`src/rtl/bind_frame_pkg.sv`:
```
package bind_frame_pkg;

    localparam int BYTE_W    = 8;
    localparam int ID_BYTES  = 4;
    localparam int FRAME_LEN = 16;
    localparam int SUM_W     = 16;
    localparam int CNT_W     = 4;
    localparam int SUM_BIAS  = 368;
    localparam int FEW_CH    = 8;

    typedef enum logic [1:0] {
        MODE_LEG22 = 2'd0,
        MODE_LEG11 = 2'd1,
        MODE_ENH22 = 2'd2,
        MODE_ENH11 = 2'd3
    } bind_mode_e;

endpackage

```
`src/rtl/bind_mode_code.sv`:
```
module bind_mode_code
    import bind_frame_pkg::*;
#(
    parameter int CW     = CNT_W,
    parameter int THRESH = FEW_CH
) (
    input  bind_mode_e      mode_i,
    input  logic [CW-1:0]   cnt_i,
    output logic [7:0]      code_o
);
    logic few;
    assign few = (int'(cnt_i) < THRESH);

    always_comb begin
        unique case (mode_i)
            MODE_LEG22: code_o = few ? 8'h01 : 8'h02;
            MODE_LEG11: code_o = 8'h12;
            MODE_ENH22: code_o = few ? 8'hA2 : 8'hB2;
            default:    code_o = 8'hB2;
        endcase
    end
endmodule

```
`src/rtl/bind_byte_mux.sv`:
```
module bind_byte_mux
    import bind_frame_pkg::*;
#(
    parameter int NB = ID_BYTES,
    parameter int CW = CNT_W,
    parameter int SW = SUM_W,
    parameter int IW = $clog2(FRAME_LEN)
) (
    input  logic [IW-1:0]      idx_i,
    input  logic [NB*8-1:0]    id_i,
    input  logic [CW-1:0]      cnt_i,
    input  logic [7:0]         mode_code_i,
    input  logic [SW-1:0]      sum_i,
    output logic [7:0]         byte_o
);
    logic [7:0] inv_b [NB];

    for (genvar g = 0; g < NB; g++) begin : g_inv
        assign inv_b[g] = ~id_i[g*8 +: 8];
    end

    always_comb begin
        byte_o = 8'h00;
        unique case (idx_i)
            4'd0, 4'd4:   byte_o = inv_b[0];
            4'd1, 4'd5:   byte_o = inv_b[1];
            4'd2, 4'd6:   byte_o = inv_b[2];
            4'd3, 4'd7:   byte_o = inv_b[3];
            4'd8, 4'd14:  byte_o = sum_i[SW-1 -: 8];
            4'd9, 4'd15:  byte_o = sum_i[7:0];
            4'd10:        byte_o = 8'h01;
            4'd11:        byte_o = 8'(cnt_i);
            4'd12:        byte_o = mode_code_i;
            default:      byte_o = 8'h00;
        endcase
    end
endmodule

```
`src/rtl/bind_frame_gen.sv`:
```
module bind_frame_gen
    import bind_frame_pkg::*;
#(
    parameter int NB   = ID_BYTES,
    parameter int CW   = CNT_W,
    parameter int SW   = SUM_W,
    parameter int BIAS = SUM_BIAS
) (
    input  logic            clk,
    input  logic            rst_n,
    input  logic            start_i,
    input  logic [31:0]     id_i,
    input  logic [3:0]      chan_cnt_i,
    input  logic [1:0]      mode_i,
    output logic [7:0]      out_data_o,
    output logic            out_valid_o,
    input  logic            out_ready_i,
    output logic            out_last_o
);
    localparam int IW = $clog2(FRAME_LEN);
    localparam logic [IW-1:0] LAST_IDX = IW'(FRAME_LEN - 1);
    localparam logic [IW-1:0] CHK1_HI  = IW'(8);
    localparam logic [IW-1:0] CHK1_LO  = IW'(9);
    localparam logic [IW-1:0] CHK2_HI  = IW'(14);

    typedef struct packed {
        logic            active;
        logic [IW-1:0]   idx;
        logic [SW-1:0]   sum;
        logic [NB*8-1:0] id;
        logic [CW-1:0]   cnt;
        bind_mode_e      mode;
    } gen_state_t;

    gen_state_t st_d, st_q;
    logic [7:0] mode_code;
    logic [7:0] cur_byte;
    logic       fire;

    bind_mode_code #(.CW(CW), .THRESH(FEW_CH)) u_mode (
        .mode_i (st_q.mode),
        .cnt_i  (st_q.cnt),
        .code_o (mode_code)
    );

    bind_byte_mux #(.NB(NB), .CW(CW), .SW(SW), .IW(IW)) u_mux (
        .idx_i       (st_q.idx),
        .id_i        (st_q.id),
        .cnt_i       (st_q.cnt),
        .mode_code_i (mode_code),
        .sum_i       (st_q.sum),
        .byte_o      (cur_byte)
    );

    assign fire = st_q.active && out_ready_i;

    always_comb begin
        st_d = st_q;
        if (!st_q.active) begin
            if (start_i) begin
                st_d.active = 1'b1;
                st_d.idx    = '0;
                st_d.sum    = SW'(BIAS);
                st_d.id     = id_i;
                st_d.cnt    = chan_cnt_i;
                st_d.mode   = bind_bode_cast(mode_i);
            end
        end else if (fire) begin
            // checksum bytes are folded in on the second half so the sum stays put while sent
            if (st_q.idx == CHK1_LO)
                st_d.sum = st_q.sum + SW'(st_q.sum[SW-1 -: 8]) + SW'(st_q.sum[7:0]);
            else if (st_q.idx != CHK1_HI && st_q.idx < CHK2_HI)
                st_d.sum = st_q.sum + SW'(cur_byte);
            st_d.idx = st_q.idx + 1'b1;
            if (st_q.idx == LAST_IDX) st_d.active = 1'b0;
        end
    end

    function automatic bind_mode_e bind_bode_cast(input logic [1:0] m);
        return bind_mode_e'(m);
    endfunction

    always_ff @(posedge clk or negedge rst_n) begin
        if (!rst_n) begin
            st_q <= '{active: 1'b0, idx: '0, sum: '0, id: '0, cnt: '0, mode: MODE_LEG22};
        end else begin
            st_q <= st_d;
        end
    end

    assign out_valid_o = st_q.active;
    assign out_data_o  = cur_byte;
    assign out_last_o  = st_q.active && (st_q.idx == LAST_IDX);

    assert_hold_R8: assert property (@(posedge clk) disable iff (!rst_n)
        (out_valid_o && !out_ready_i) |=> (out_valid_o && $stable(out_data_o) && $stable(out_last_o)));

    assert_last_valid_R9: assert property (@(posedge clk) disable iff (!rst_n)
        out_last_o |-> out_valid_o);

    assert_end_R9: assert property (@(posedge clk) disable iff (!rst_n)
        (out_valid_o && out_ready_i && out_last_o) |=> !out_valid_o);

    assert_start_only_R1: assert property (@(posedge clk) disable iff (!rst_n)
        $rose(out_valid_o) |-> $past(start_i));

    assert_ignore_start_R10: assert property (@(posedge clk) disable iff (!rst_n)
        (out_valid_o && start_i && !out_ready_i) |=> (out_valid_o && $stable(out_data_o)));

endmodule

```
`config.mk`:
```
export PLATFORM = sky130hd
export DESIGN_NAME = bind_frame_gen
export DESIGN_NICKNAME = d
export VERILOG_FILES = /design/src/rtl/bind_frame_pkg.sv /design/src/rtl/bind_mode_code.sv /design/src/rtl/bind_byte_mux.sv /design/src/rtl/bind_frame_gen.sv
export SDC_FILE = /design/constraint.sdc
export NUM_CORES = 1
export LEC_CHECK = 0
export BUFFER_PORTS_ARGS = -buffer_cell sky130_fd_sc_hd__buf_4
export CORE_MARGIN = 8
export CORE_UTILIZATION = 55
export DETAILED_ROUTE_END_ITERATION = 8
export HOLD_SLACK_MARGIN = 0.08
export PLACE_DENSITY = 0.76
export SLEW_MARGIN = 20
export SYNTH_ARGS = -nofsm -noshare
export SYNTH_HDL_FRONTEND = slang
export SYNTH_HIERARCHICAL = 1
export SYNTH_SLANG_ARGS = --single-unit
```
`constraint.sdc`:
```
create_clock -name clk -period 4.3 [get_ports clk]
set_input_delay 0.215 -clock clk [delete_from_list [all_inputs] [get_ports clk]]
set_output_delay 0.215 -clock clk [all_outputs]
set_load 0.005 [all_outputs]
```
### After elaboration in Yosys (flattened, before gate mapping)

Index checks and enable logic that the tools add are counted.

* flip-flop bits (word level): 59
* input port bits: 42
* output and inout port bits: 10
* word-level logic and storage cells: 61

* add/sub/neg operators: 4
* $lt $le $gt $ge: 2
* eq/ne operators: 19
* mux-type cells: 10
* bitwise logic cells: 5
* reduce and logical (&&, ||, !) cells: 15

Operators with widths (count)
* 8-bit case mux with 9 select lines: 1
* 59-bit two-way mux: 1
* 16-bit by 8-bit adder with 16-bit output: 3
* 21-bit two-way mux: 2
* 16-bit two-way mux: 2
* 8-bit inverter: 4
* 4-bit equality test (second input constant): 7
* 8-bit case mux with 3 select lines: 1
* 4-bit by 3-bit equality test with 1-bit output (second input constant): 4
* 2-bit OR reduction: 6
* 4-bit by 2-bit equality test with 1-bit output (second input constant): 2
* 4-bit < comparator (second input constant): 2
* 5-bit two-way mux: 1
* 4-bit by 1-bit adder with 4-bit output (second input constant): 1
* 4-bit by 1-bit equality test with 1-bit output (second input constant): 1
* 4-bit logical NOT: 1
* 4-bit != test (second input constant): 1
* 2-bit AND reduction: 2
* 1-bit logical AND: 3
* 3-bit by 1-bit != test with 1-bit output (second input constant): 1
* 3-bit AND reduction: 1
* 2-bit by 1-bit equality test with 1-bit output (second input constant): 1
* 2-bit equality test (second input constant): 1
* 2-bit logical NOT: 1
* 5 further kinds: 5

### Longest topological paths before layout

Gate-level depths: netlist of run 1.

* depth in word-level cells: 9
* gate-level depth with buffers: 15
* mapped depth without buffers: 15

### Hierarchy

The synthesis of run 1 kept the hierarchy.

Modules (own cells, without submodules)
* bind_frame_gen: times used 1, cells each 371, area each 3245.6 µm²
* bind_byte_mux: times used 1, cells each 87, area each 633.1 µm²
* bind_mode_code: times used 1, cells each 15, area each 117.6 µm²

### Least setup slack after synthesis of run 1

OpenSTA, ideal clock, no wires.

* kind: register -> register
* start point: register st_q[1] (netlist bit)
* end point: register st_q[51] (netlist bit)
* setup time: 0.120 ns
* arrival: 3.020 ns
* data required time: 4.180 ns
* slack: 1.159 ns
* cell stages (with the launch flop): 13
* cells stage by stage: dfrtp_1 > ha_1 > a311o_1 > mux2_2 > a21oi_1 > o311ai_0 > ha_1 > nand3_1 > o211ai_1 > o21ai_2 > a2111oi_4 > a31oi_1 > a41o_1

* word-level cells in the longest chain between the ends: 8

RTL lines
* from (decl): RTL line bind_frame_gen.sv:35 `gen_state_t st_d, st_q;`
* from (signal assigned): RTL line bind_frame_gen.sv:85 `st_q <= '{active: 1'b0, idx: '0, sum: '0, id: '0, cnt: '0, mode: MODE_LEG22};`
* from (signal assigned): RTL line bind_frame_gen.sv:87 `st_q <= st_d;`
* 2-bit equality test (tied with other cells): RTL line bind_mode_code.sv:15 `unique case (mode_i)`
* 8-bit case mux with 3 select lines *: RTL line bind_mode_code.sv:15
* net mode_code[4]: RTL line bind_frame_gen.sv:36 `logic [7:0] mode_code;`
* 8-bit case mux with 9 select lines *: RTL line bind_byte_mux.sv:24 `unique case (idx_i)`
* net out_data_o[4]: RTL line bind_frame_gen.sv:15 `output logic [7:0] out_data_o,`
* 16-bit by 8-bit adder with 16-bit output *: RTL line bind_frame_gen.sv:73 `st_d.sum = st_q.sum + SW'(cur_byte);`
* 16-bit two-way mux *: RTL line bind_frame_gen.sv:72 `else if (st_q.idx != CHK1_HI && st_q.idx < CHK2_HI)`
* 16-bit two-way mux *: RTL line bind_frame_gen.sv:70 `if (st_q.idx == CHK1_LO)`
* 21-bit two-way mux *: RTL line bind_frame_gen.sv:68 `end else if (fire) begin`
* 21-bit two-way mux *: RTL line bind_frame_gen.sv:59 `if (!st_q.active) begin`

Mark *: on every way through the listed nets, which the timed path passes. The rest lies on a longest branch. The select of a mux whose other input is x is not followed.
A chain may end at the register's enable or synchronous reset.

### Final worst setup path of run 1

* start point: register st_q[57] (netlist bit)
* end point: register st_q[51] (netlist bit)

* word-level cells in the longest chain between the ends: 8

RTL lines (RTL line)
* 4-bit equality test (tied with other cells): bind_byte_mux.sv:24, bind_frame_gen.sv:70
* 2-bit OR reduction: bind_byte_mux.sv:24
* 8-bit case mux with 9 select lines: bind_byte_mux.sv:24
* 16-bit by 8-bit adder with 16-bit output: bind_frame_gen.sv:73
* 16-bit two-way mux: bind_frame_gen.sv:72
* 16-bit two-way mux: bind_frame_gen.sv:70
* 21-bit two-way mux: bind_frame_gen.sv:68
* 21-bit two-way mux: bind_frame_gen.sv:59

Several ways; a longest one is shown, not always the timed one. The select of a mux whose other input is x is not followed.

==> load_flow_metrics.sql, run 1 <==
INSERT INTO impl_metrics (metric_group, metric, value, unit) VALUES
('cts', 'cts_buffers', '9', ''),
('setup_path', 'slowest_delay', '1.02', 'ns'),
('sta', 'timing.max_slew.rel_slack', '30.74', '%'),
('grt', 'groute.usage.overall', '22.81', '%'),
('yosys', 'synthTopCellsByArea', 'sky130_fd_sc_hd__dfrtp_1, sky130_fd_sc_hd__nand2_1, sky130_fd_sc_hd__ha_1', ''),
('yosys', 'yosys.area.top_type_share', '36.94', '%'),
('route', 'num_vias', '3801', ''),
('final_layout', 'fill_cells', '569', ''),
('sta', 'drv_slew', '0', ''),
('sta', 'final_period_minus_worst_setup_slack', '3.788', 'ns'),
('sta', 'timing.setup.tns', '0', 'ns'),
('placed_design', 'place_ws', '0.6376', 'ns'),
('yosys', 'synthDistinctLibCells', '64', ''),
('final_layout', 'final_core_utilization', '70.32', '%'),
('grt', 'grt_first_pass_wirelength', '18440', 'um'),
('yosys', 'syn_avg_cell_area', '8.449', 'um2'),
('grt', 'initial_antenna_violation_count', '0', ''),
('route', 'routedWlPerCell', '17.04', 'um'),
('die', 'design.core.area', '7137', 'um2'),
('cts', 'htreeDepth', '3', ''),
('sta', 'worst_slew_pin_slew', '1.039', 'ns'),
('final_layout', 'areaGrowthSynthToFinish', '25.58', '%'),
('route', 'detailed_route_iter0_violations', '215', ''),
('worst_hold_path', 'worstHoldPathType', 'input pin to flip-flop', ''),
('final_layout', 'final_cell_count_without_fillers', '655', ''),
('cts', 'cts_tree', 'done', ''),
('setup_path', 'critical_path_class', 'flip-flop to flip-flop', ''),
('route', 'via_per_inst', '5.803', ''),
('placed_design', 'place.detailed.instances', '602', ''),
('power_and_ir_drop', 'total_power', '3.893', 'mW'),
('die', 'floorplan.die_area', '10250', 'um2'),
('cts', 'insertion_delay', '0.34', 'ns'),
('die', 'floorplan.initialDensity', '56.00', '%'),
('setup_path', 'highest_net_fanout_along_the_worst_path', '38', ''),
('final_layout', 'most_common_cell_after_layout_fill_and_taps_aside', 'sky130_fd_sc_hd__nand2_1', ''),
('setup_path', 'cp_data_arrival_time', '4.02', 'ns'),
('final_layout', 'insertedDiodeCount', '0', ''),
('grt', 'global_route_congestion_overflow_total', '0', ''),
('power_and_ir_drop', 'power.ir.vdd_worst', '0.3248', 'mV'),
('setup_path', 'end_kind', 'flip-flop', ''),
('sta', 'final_number_of_setup_violating_endpoints', '0', ''),
('setup_path', 'worst_ep_required_time', '4.53', 'ns'),
('die', 'num_rows', '31', ''),
('die', 'floorplan.io_pins', '52', ''),
('route', 'drc', '0', ''),
('yosys', 'synth_enable_flop_cells', '0', ''),
('setup_path', 'timing.critical_path.slowest_stage_cell', 'sky130_fd_sc_hd__dfrtp_1', ''),
('cts', 'ctsLongestPathBuffers', '2', ''),
('status', 'status', 'complete, no violations', ''),
('route', 'drt.antenna.violating_nets', '0', ''),
('yosys', 'ys_async_sr_fraction', '100.0', '%'),
('yosys', 'postSynthRegisterBits', '59', ''),
('placed_design', 'place_congestion', '0.9608', ''),
('route', 'route.final.wire_length', '11160', 'um'),
('sta', 'skew', '0.01006', 'ns'),
('sta', 'worst_hold_slack', '0.08808', 'ns'),
('final_layout', 'final_area', '5019', 'um2'),
('yosys', 'netlist_instances', '473', ''),
('placed_design', 'post_dp_cell_area', '4408', 'um2'),
('placed_design', 'port_buffers', '51', ''),
('setup_path', 'timing.critical_path.cells', 'a31oi_1 > o311ai_0 > ha_1 > nand3_1 > o211ai_1 > o21ai_2 > a2111oi_4 > a31oi_1 > a41o_1', ''),
('cts', 'number_of_sinks_on_the_clock_net', '59', ''),
('final_layout', 'final_net_count', '618', ''),
('sta', 'layout_worst_path_cycle_share', '88.09', '%'),
('cts', 'root_buffer', 'sky130_fd_sc_hd__clkbuf_8', ''),
('sta', 'total_count_of_hold_check_failures_in_the_final_report', '0', ''),
('cts', 'post_cts_resized', '0', ''),
('yosys', 'synth-seq-area-share', '36.94', '%'),
('placed_design', 'post-dp-hpwl', '7854', 'um'),
('sta', 'setup_repair_after_global_routing_missed_its_margin', 'false', ''),
('yosys', 'synthesis.yosys.warnings', '6', '');
cell families after synthesis:
family	after synthesis	share of synthesized area [%]
adder cells (fa/ha/maj)	24	7.890
multiplexers	16	4.133
AO/OA/AOI/OAI	101	18.69
other	1	0.09384
XOR/XNOR	11	2.411
buffers and inverters	42	5.009
AND/OR/NAND/NOR	219	24.83
flip-flops	59	36.94
cells in the mapped netlist (all sizes together) (2+ instances only):
cell type    n
nand3b       3
inv         14
nor2b        6
fa           2
nand2      140
a2bb2oi      3
a2111o       2
o41ai        2
o211ai       4
a211oi       6
a32oi        3
xnor2        9
nor2        19
o31ai        2
nand4b       4
nand4        4
a41o         4
or3b         2
a31oi        8
dfrtp       59
o21ai       23
nor3b        5
ha          22
nand2b       8
a311o        2
and3         2
and2         3
nor3         3
mux2i       12
a21o         4
nand3       11
o221ai       5
clkbuf      12
mux2         4
buf         16
nor4         4
a21oi       20
and3b        2
xor2         2
repair_timing:
item                      4_1_cts  5_1_grt
hold endpoints to repair       94        2
setup buffers                   0        0
hold buffers                   36        2
sequential cells by signal (all words and copies together) (netlist names):
name,count
st_q,58
out_valid_o,1
power by group:
part           leakage (nW)  internal, mW  switching, mW
Clock                 0.112         0.381          0.230
Combinational          1.56         0.982           1.18
Sequential            0.739         0.796          0.326
worst max-delay path, delay by kind of cell, from the launching register on:
family | cells | cell delay (ns)
AOI/OAI and AO/OA | 7 | 2.24
adders and majority gates | 1 | 0.33
DFF | 1 | 1.02
and+or+nand+nor | 1 | 0.09
final timing paths:
check | startpoint | end | slack, ns | cells past startpoint
setup / recovery | st_q[57]$_DFFE_PN0P_ | st_q[51]$_DFFE_PN0P_ | 0.51 | 9
min in group asynchronous | rst_n | st_q[30]$_DFFE_PN0P_ | 0.48 | 2
hold reg to reg | st_q[30]$_DFFE_PN0P_ | st_q[30]$_DFFE_PN0P_ | 0.48 | 2
hold / removal | id_i[20] | st_q[26]$_DFFE_PN0P_ | 0.09 | 3
setup reg to reg | st_q[57]$_DFFE_PN0P_ | st_q[51]$_DFFE_PN0P_ | 0.51 | 9
max in group asynchronous | rst_n | st_q[43]$_DFFE_PN0P_ | 3.33 | 2
cell type report:
class,instances,area (um2),area share [%]
Sequential cell,59,1476,29.42
Tap cell,99,123.9,2.468
Inverter,14,52.55,1.047
Clock buffer,10,127.6,2.543
Timing Repair Buffer,94,800.8,15.96
Multi-Input combinational cell,374,2335,46.52
Clock inverter,5,102.6,2.044
routing by layer:
layer / vias up / track usage (%) / routed length [um]
li1: 1818 / - / -
met1: 1823 / 28.87 / 4899
met5: - / 0 / 0
met3: 22 / 5.223 / 653
met4: 0 / 9.278 / 311
met2: 138 / 36.69 / 5294
No activity file was read; power rests on OpenSTA's default activity.
==> run 2: changes to the inputs <==
Settings changed: GPL_TIMING_DRIVEN set to 0.
==> run 2 against run 1 <==
Compared with the run above:
- combinational power increased by 5%
- design area increased by 1.0%
- worst setup slack improved by 0.038 ns
- first-iteration DRC count up 53%
- clock power decreased by 22%
- die area unchanged
- via count up 1.9%
- cell count up 3.7%
- highest routed layer unchanged
==> load_flow_metrics.sql, run 2 (synthesis results as in run 1) <==
INSERT INTO impl_metrics (metric_group, metric, value, unit) VALUES
('cts', 'number_of_sinks_on_the_clock_net', '59', ''),
('final_layout', 'areaGrowthSynthToFinish', '26.89', '%'),
('final_layout', 'final_net_count', '641', ''),
('setup_path', 'highest_net_fanout_along_the_worst_path', '11', ''),
('grt', 'maximum_number_of_pins_on_one_net_before_global_route_repair', '60', ''),
('grt', 'grt_first_pass_wirelength', '19580', 'um'),
('route', 'via_per_inst', '5.707', ''),
('die', 'design.core.area', '7137', 'um2'),
('status', 'status', 'complete, no violations', ''),
('sta', 'worst_hold_slack', '0.08989', 'ns'),
('sta', 'final_period_minus_worst_setup_slack', '3.750', 'ns'),
('route', 'drc', '0', ''),
('route', 'route.final.wire_length', '11520', 'um'),
('power_and_ir_drop', 'power_report.internal_total', '2.050', 'mW'),
('route', 'detailed_route_iter0_violations', '328', ''),
('cts', 'post_cts_resized', '0', ''),
('final_layout', 'multiInputGateArea', '2327', 'um2'),
('power_and_ir_drop', 'share_comb_of_total_power', '60.2', '%'),
('cts', 'htreeDepth', '3', ''),
('power_and_ir_drop', 'power.clock.fraction', '12.6', '%'),
('sta', 'setup_repair_after_global_routing_missed_its_margin', 'false', ''),
('power_and_ir_drop', 'p_sw', '1.723', 'mW'),
('setup_path', 'cp_data_arrival_time', '3.99', 'ns'),
('route', 'firstDrtPassIters', '6', ''),
('worst_hold_path', 'worstHoldPathType', 'input pin to flip-flop', ''),
('route', 'num_vias', '3875', ''),
('run', 'cap_violations', '0', ''),
('grt', 'initial_antenna_violation_count', '0', ''),
('power_and_ir_drop', 'power_density', '744.0', 'nW/um2'),
('power_and_ir_drop', 'netSwitchingFraction', '45.66', '%'),
('sta', 'drv_slew', '0', ''),
('placed_design', 'place_congestion', '0.9167', ''),
('sta', 'timing.max_slew.rel_slack', '41.57', '%'),
('final_layout', 'most_common_cell_after_layout_fill_and_taps_aside', 'sky130_fd_sc_hd__nand2_1', ''),
('sta', 'skew', '0.005159', 'ns'),
('die', 'die-height', '101.2', 'um'),
('final_layout', 'largest_register_ffs', '58', ''),
('die', 'floorplan.io_pins', '52', ''),
('sta', 'max_freq', '0.2667', 'GHz'),
('sta', 'worst_slew_pin_slew', '0.8654', 'ns'),
('cts', 'insertion_delay', '0.35', 'ns'),
('power_and_ir_drop', 'leakage', '2.444', 'nW'),
('setup_path', 'startpoint_type', 'flip-flop', ''),
('setup_path', 'end_kind', 'flip-flop', ''),
('final_layout', 'layout-drive-gt1-share', '16.21', '%'),
('cts', 'clock_pin_slew_of_the_registers_on_the_worst_case_setup_and_hold_paths', '0.07', 'ns'),
('final_layout', 'final-seq-area', '1476', 'um2'),
('grt', 'grt_pass1_vias', '4045', ''),
('final_layout', 'fill_cells', '586', ''),
('power_and_ir_drop', 'power.ir.vdd_worst', '0.3390', 'mV'),
('die', 'die_width', '101.2', 'um'),
('grt', 'global_route_congestion_overflow_total', '0', ''),
('placed_design', 'port_buffers', '51', ''),
('setup_path', 'critical_path_class', 'flip-flop to flip-flop', ''),
('placed_design', 'post-dp-hpwl', '8224', 'um'),
('sta', 'timing.setup.tns', '0', 'ns'),
('power_and_ir_drop', 'seqPwrFrac', '27.3', '%'),
('die', 'floorplan.die_area', '10250', 'um2'),
('final_layout', 'max_flop_register', 'st_q', ''),
('cts', 'cts_tree', 'done', ''),
('route', 'drt.antenna.violating_nets', '0', ''),
('die', 'num_rows', '31', ''),
('route', 'routedWlPerCell', '16.96', 'um'),
('setup_path', 'worst_ep_required_time', '4.54', 'ns'),
('final_layout', 'insertedDiodeCount', '0', ''),
('final_layout', 'final_cell_mix', 'sky130_fd_sc_hd__nand2_1, sky130_fd_sc_hd__dfrtp_1, sky130_fd_sc_hd__buf_4', ''),
('grt', 'groute.usage.overall', '24.41', '%'),
('sta', 'final_number_of_setup_violating_endpoints', '0', ''),
('cts', 'root_buffer', 'sky130_fd_sc_hd__clkbuf_8', ''),
('sta', 'total_count_of_hold_check_failures_in_the_final_report', '0', ''),
('sta', 'layout_worst_path_cycle_share', '87.21', '%'),
('die', 'floorplan.initialDensity', '56.00', '%'),
('cts', 'ctsLongestPathBuffers', '2', ''),
('cts', 'cts_buffers', '9', '');
==> run 2: cell count changes in the layout (fill, tap and decap cells not counted), sizes merged <==
| cell | previous run | this run |
|---|---|---|
| buf | 56 | 67 |
| bufinv | 3 | 0 |
| clkbuf | 10 | 24 |
| clkinv | 1 | 2 |
| clkinvlp | 1 | 2 |
==> run 2: final cells by class <==
cell class | count | area share (%)
sequential | 59 | 29.11
inverter | 14 | 1.036
multi-input combinational | 374 | 45.89
tap | 99 | 2.443
timing repair buffer | 89 | 15.05
clock buffer | 12 | 3.059
clock inverter | 4 | 0.4935
buffer | 28 | 2.911
==> run 2: metal layers <==
| layer | vias to the layer above | GRT usage, % | share of wire [%] |
|---|---|---|---|
| met5 | - | 0 | 0 |
| met4 | 0 | 13.52 | 3.5 |
| met3 | 31 | 5.223 | 6.0 |
| met2 | 136 | 39.07 | 47 |
| met1 | 1840 | 29.97 | 43 |
| li1 | 1868 | - | - |
==> run 2: worst paths after layout <==
| check | slack (ns) | to | start | cells past startpoint |
|---|---|---|---|---|
| worst max-delay path | 0.55 | st_q[51]$_DFFE_PN0P_ | st_q[57]$_DFFE_PN0P_ | 11 |
| worst min-delay path | 0.09 | st_q[17]$_DFFE_PN0P_ | id_i[11] | 3 |
| worst max register to register | 0.55 | st_q[51]$_DFFE_PN0P_ | st_q[57]$_DFFE_PN0P_ | 11 |
| worst min register to register | 0.48 | st_q[25]$_DFFE_PN0P_ | st_q[25]$_DFFE_PN0P_ | 2 |
| max in group asynchronous | 3.30 | st_q[21]$_DFFE_PN0P_ | rst_n | 2 |
| min in group asynchronous | 0.48 | st_q[56]$_DFFE_PN0P_ | rst_n | 2 |
==> run 2: power by group through the flow <==
| stage | clock network, mW | registers [mW] | logic, mW |
|---|---|---|---|
| 6_report | 0.474 | 1.03 | 2.27 |
| 4_1_cts | 0.476 | 1.02 | 2.24 |
| 3_3_place_gp | 0 | 1.03 | 2.13 |
| 3_5_place_dp | 0 | 1.03 | 2.19 |
| 2_1_floorplan | 0 | 0.951 | 1.63 |
| 5_1_grt | 0.508 | 1.06 | 2.50 |
==> run 2: repair_timing <==
item | 4_1_cts | 5_1_grt
buffers inserted | 0 | 0
hold endpoints to repair | 96 | 0
endpoints found under the setup margin | 0 | 0
hold buffers | 38 | 0
==> run 2: stage by stage <==
| stage | worst slack [ns] | total power, mW | instances | cell area, um2 | util (%) |
|---|---|---|---|---|---|
| final | 0.5498 | 3.773 | 679 | 5071 | 71.06 |
| after global routing | 0.2528 | 4.070 | 679 | 5071 | 71.06 |
| after CTS | 0.6171 | 3.736 | 679 | 5071 | 71.06 |
| after detailed placement | 0.6595 | 3.219 | 625 | 4511 | 63.20 |
| after global placement | 0.6801 | 3.153 | 625 | 4511 | 63.20 |
| after floorplan | 1.159 | 2.585 | 475 | 4004 | - |
==> run 2: worst max-delay path, stage by stage, from the launching register on <==
cell	delay (ns)
sky130_fd_sc_hd__dfrtp_1	0.52
sky130_fd_sc_hd__buf_2	0.26
sky130_fd_sc_hd__buf_2	0.25
sky130_fd_sc_hd__a21oi_1	0.09
sky130_fd_sc_hd__o311ai_0	0.76
sky130_fd_sc_hd__ha_1	0.34
sky130_fd_sc_hd__nand3_1	0.10
sky130_fd_sc_hd__o211ai_1	0.34
sky130_fd_sc_hd__o21ai_2	0.15
sky130_fd_sc_hd__a2111oi_4	0.47
sky130_fd_sc_hd__a31oi_1	0.15
sky130_fd_sc_hd__a41o_1	0.22
